[config.mk]
export PLATFORM = sky130hd
export DESIGN_NAME = burst_col_seq
export DESIGN_NICKNAME = d
export VERILOG_FILES = /design/src/rtl/bcs_pkg.sv /design/src/rtl/bcs_col_gen.sv /design/src/rtl/bcs_ctrl.sv /design/src/rtl/burst_col_seq.sv
export SDC_FILE = /design/constraint.sdc
export NUM_CORES = 1
export LEC_CHECK = 0
export BUFFER_PORTS_ARGS = -buffer_cell sky130_fd_sc_hd__buf_2
export CORE_ASPECT_RATIO = 1.25
export CORE_MARGIN = 2
export CORE_UTILIZATION = 40
export DETAILED_ROUTE_END_ITERATION = 12
export GPL_TIMING_DRIVEN = 0
export PLACE_DENSITY = 0.58
export SYNTH_ARGS = -nofsm -noshare
export SYNTH_HDL_FRONTEND = slang
export SYNTH_SLANG_ARGS = --single-unit
[constraint.sdc]
create_clock -name clk -period 2.7 [get_ports clk]
set_clock_uncertainty 0.15 [all_clocks]
set_input_delay 0.135 -clock clk [delete_from_list [all_inputs] [get_ports clk]]
set_output_delay 0.135 -clock clk [all_outputs]
set_load 0.05 [all_outputs]
[src/rtl/bcs_pkg.sv]
package bcs_pkg;

    localparam int COL_W = 9;
    localparam int LEN_W = 3;
    localparam int FIXED_CODES = 4;

    typedef logic [COL_W-1:0] col_t;
    typedef logic [LEN_W-1:0] len_t;

    typedef enum logic {
        ORD_SEQ = 1'b0,
        ORD_XOR = 1'b1
    } order_e;

    typedef struct packed {
        logic   active;
        col_t   beat;
        col_t   base;
        len_t   len;
        order_e order;
    } burst_st_t;

    function automatic logic is_full(input len_t len);
        return int'(len) >= FIXED_CODES;
    endfunction

    // Mask covering the column bits that move inside one burst block.
    function automatic col_t len_mask(input len_t len);
        col_t m;
        if (is_full(len)) begin
            m = '1;
        end else begin
            m = col_t'((1 << len) - 1);
        end
        return m;
    endfunction

endpackage

[src/rtl/bcs_col_gen.sv]
module bcs_col_gen
    import bcs_pkg::*;
(
    input  col_t   base,
    input  col_t   beat,
    input  len_t   len,
    input  order_e order,
    output col_t   col
);

    col_t m;
    col_t sum;

    always_comb begin
        m   = len_mask(len);
        sum = base + beat;
        if (order == ORD_XOR && !is_full(len)) begin
            col = base ^ (beat & m);
        end else begin
            col = (base & ~m) | (sum & m);
        end
    end

endmodule

[src/rtl/bcs_ctrl.sv]
module bcs_ctrl
    import bcs_pkg::*;
(
    input  logic      clk,
    input  logic      rst,
    input  logic      start,
    input  logic      stop,
    input  col_t      start_col,
    input  len_t      len_in,
    input  order_e    order_in,
    output burst_st_t st,
    output logic      last
);

    always_comb begin
        last = st.active && !is_full(st.len) && (st.beat == len_mask(st.len));
    end

    always_ff @(posedge clk) begin
        if (rst) begin
            st <= '0;
        end else if (start) begin
            st.active <= 1'b1;
            st.beat   <= '0;
            st.base   <= start_col;
            st.len    <= len_in;
            st.order  <= order_in;
        end else if (st.active) begin
            if (stop || last) begin
                st.active <= 1'b0;
            end else begin
                st.beat <= st.beat + 1'b1;
            end
        end
    end

endmodule

[src/rtl/burst_col_seq.sv]
module burst_col_seq
    import bcs_pkg::*;
(
    input  logic             clk,
    input  logic             rst,
    input  logic             start_i,
    input  logic             stop_i,
    input  logic [COL_W-1:0] start_col_i,
    input  logic [LEN_W-1:0] len_i,
    input  logic             order_i,
    output logic [COL_W-1:0] col_o,
    output logic             valid_o,
    output logic             last_o
);

    burst_st_t st;
    logic      last;
    col_t      col;
    len_t      held_len;
    logic      held_xor;

    bcs_ctrl ctrl_i (
        .clk       (clk),
        .rst       (rst),
        .start     (start_i),
        .stop      (stop_i),
        .start_col (start_col_i),
        .len_in    (len_i),
        .order_in  (order_e'(order_i)),
        .st        (st),
        .last      (last)
    );

    bcs_col_gen gen_i (
        .base  (st.base),
        .beat  (st.beat),
        .len   (st.len),
        .order (st.order),
        .col   (col)
    );

    assign held_len = st.len;
    assign held_xor = (st.order == ORD_XOR);
    assign col_o    = col;
    assign valid_o  = st.active;
    assign last_o   = last;

endmodule

==> results_dict.tcl <==
set metrics [dict create \
    num_vias 1650 \
    synthMuxAreaShare_pct 8.47 \
    first_pass_iters 4 \
    cp.arrival_ns 2.35 \
    ir_worst_vdd_mv 0.204 \
    maxSlewHeadroom_pct 65.3 \
    largest_reg_flops 23 \
    first_iter_violations 59 \
    synthXorXnorAreaFrac_pct 5.93 \
    grt_pass1_vias 1662 \
    timing.final.crit_share_pct 97.6 \
    synth_top_family_by_area "compound AO/OA/AOI/OAI gates" \
    grt_pass1_wl_mm 7.62 \
    clockBufferDepth 2 \
    tns_ns 0 \
    cp_max_fo 11 \
    clock_latency_ns 0.27 \
    yosys.area_share.simple_pct 20.8 \
    overflow 0 \
    area_growth_pct 29.1 \
    die_h_microns 78.4 \
    status "finished, final reports clean" \
    syn_area_per_cell_sq_um 8.82 \
    drtAntennaViolNets 0 \
    track_usage_pct 19.0 \
    wl_per_cell_microns 14.1 \
    dp_hpwl_mm 3.27 \
    gp_congestion 0.835 \
    die_area_sq_mm 0.00498 \
    finalNetCount 288 \
    tightest_slew_ns 0.520 \
    drive_above_1_share_pct 24.3 \
    synth_cell_types 48 \
    ys.flop_type "dfxtp_1" \
    hp-class "in2reg" \
    grt_setup_unrepaired "false" \
    syn_nets 237 \
    cts_root_buf "clkbuf_8" \
    synth_seq_cells 23 \
    crit_required_ns 2.41 \
    worstSetupPathType "reg2out" \
    die_x_microns 63.5 \
    clkTransAtPathRegs_ns 0.08 \
    antenna_found_initial 0 \
    io_buffers 26 \
    synth.yosys.warnings 0 \
    routed_wl_mm 4.36 \
    cts_num_sinks 23 \
    syn_area_sq_mm 0.00177 \
    worst_slack_ns 0.0646 \
    reg_top3 "ctrl_i.st (23)" \
    synth_edf_count 0 \
    synth_compound_area_share_pct 21.9 \
    cp-end-kind "primary output" \
    pin_count 28 \
    synth_cells 201 \
    drc 0 \
    fmax_mhz 379 \
    start_util_pct 41.0 \
    post-route-min-period_ns 2.64 \
    cts_buffers 3 \
    dp_slack_ns -0.148 \
    viasPerCell 5.34 \
    max_flop_register "ctrl_i.st" \
    n_antenna_cell 0 \
    p_leak_nw 1.04 \
    drv_cap 0 \
    synthAdderAreaFrac_pct 13.8 \
    ys_async_sr_fraction_pct 0 \
    p_per_area_mw_per_mm2 362 \
    cts_max_level 1 \
    hold_viol_final 0 \
    start_kind "register" \
    synth_seq_area_share_pct 26.0 \
    slew_violations 0 \
    cts_tree "built" \
    floorplan.rows 27 \
    setup_viol 0 \
    core_area_sq_mm 0.00432 \
    grt_max_degree 20 \
]
stage by stage:
stage / power, W / hold slack [ns] / cell area [sq um] / std cells / util, %
floorplan: 0.000539 / 0.0574 / 1780 / 201 / -
global placement: 0.000590 / 0.219 / 1980 / 285 / 45.8
detailed placement: 0.000593 / 0.226 / 1980 / 285 / 45.8
CTS: 0.000841 / 0.317 / 2250 / 308 / 52.1
global route: 0.000877 / 0.354 / 2290 / 309 / 53.0
finish: 0.000829 / 0.317 / 2290 / 309 / 53.0
cells in the mapped netlist (all sizes together), types with 2 or more instances:
cell	count	area share, %
a31o	3	1.5
a21oi	7	2.0
a21o	4	1.7
o22ai	2	0.71
xnor2	7	3.5
a211oi	4	2.3
o2111ai	2	0.99
ha	18	13
a41o	2	1.1
nand3	4	1.1
a2111oi	3	1.5
a31oi	5	1.8
inv	6	1.3
clkbuf	2	0.42
nor2	27	5.7
xor2	5	2.5
and2	2	0.71
dfxtp	23	26
o21ai	4	1.1
nor3	6	2.0
mux2i	15	8.5
o211ai	4	1.7
and4	3	1.5
buf	5	1.3
nand2	15	3.2
or2	3	1.1
and3	2	0.71
nor4b	2	1.8
a311oi	2	2.3
what timing repair did:
item                       4_1_cts  5_1_grt
hold buffers                    17        0
hold endpoints to repair        13        0
buffers inserted                 3        1
pin swaps                        3        3
setup endpoints to repair       13        3
gates resized for setup         10       12
metal layers:
metal	vias up	track usage (%)	part of all wire [%]
met4	0	5.65	1.6
met3	9	3.15	3.1
met2	23	33.8	50
li1	845	-	-
met5	-	0	0
met1	773	23.2	45
path summary, 6_finish.rpt:
kind                                                 from                          to  cells after the start  slack [ns]
worst min register to register  ctrl_i.st[1]$_SDFFE_PP0P_   ctrl_i.st[1]$_SDFFE_PP0P_                      2        0.40
worst max register to register  ctrl_i.st[3]$_SDFFE_PP0P_  ctrl_i.st[15]$_SDFFE_PP0P_                      9        0.19
worst min-delay path                               stop_i  ctrl_i.st[16]$_SDFFE_PP0P_                      5        0.32
worst max-delay path            ctrl_i.st[3]$_SDFFE_PP0P_                      last_o                      5        0.06
layout by cell type (no fill, tap or decap), types with 7 or more instances in the layout:
master         Yosys  final
nor2_1            27     27
dlygate4sd3_1      0     17
nand2_1           15     15
a21oi_1            7      7
dfxtp_1           23     18
buf_2              4     25
xnor2_1            7      7
ha_1              18     17
mux2i_1           15     15
kinds of logic (layout without fill, tap and decap cells):
| logic type | Yosys count | in the layout |
|---|---|---|
| compound gates | 49 | 49 |
| xor+xnor | 12 | 12 |
| fa+ha+maj | 19 | 19 |
| buf+inv | 13 | 63 |
| flops | 23 | 23 |
| mux | 15 | 15 |
| simple gates | 70 | 70 |
power breakdown:
group	switching (W)	internal, W	leakage (nW)
clock	0.000114	0.000103	0.0255
combinational	0.000144	0.0000984	0.825
sequential	0.0000179	0.000352	0.191
layout make-up:
type / count / area (sq um)
inverter: 6 / 22.5
clock buffer: 3 / 41.3
tap: 58 / 72.6
fill: 464 / 2030
sequential: 23 / 469
timing repair buffer: 47 / 345
multi-input combinational: 165 / 1310
clock inverter: 1 / 5.00
buffer: 6 / 28.8
critical path, cell delays in order, from the launching register on:
cell and delay (ns):
dfxtp_4 0.40, or3_1 0.42, ha_1 0.33, nor4_4 0.47, and3_1 0.25, buf_4 0.21
Power figures use the tool's default switching activity.
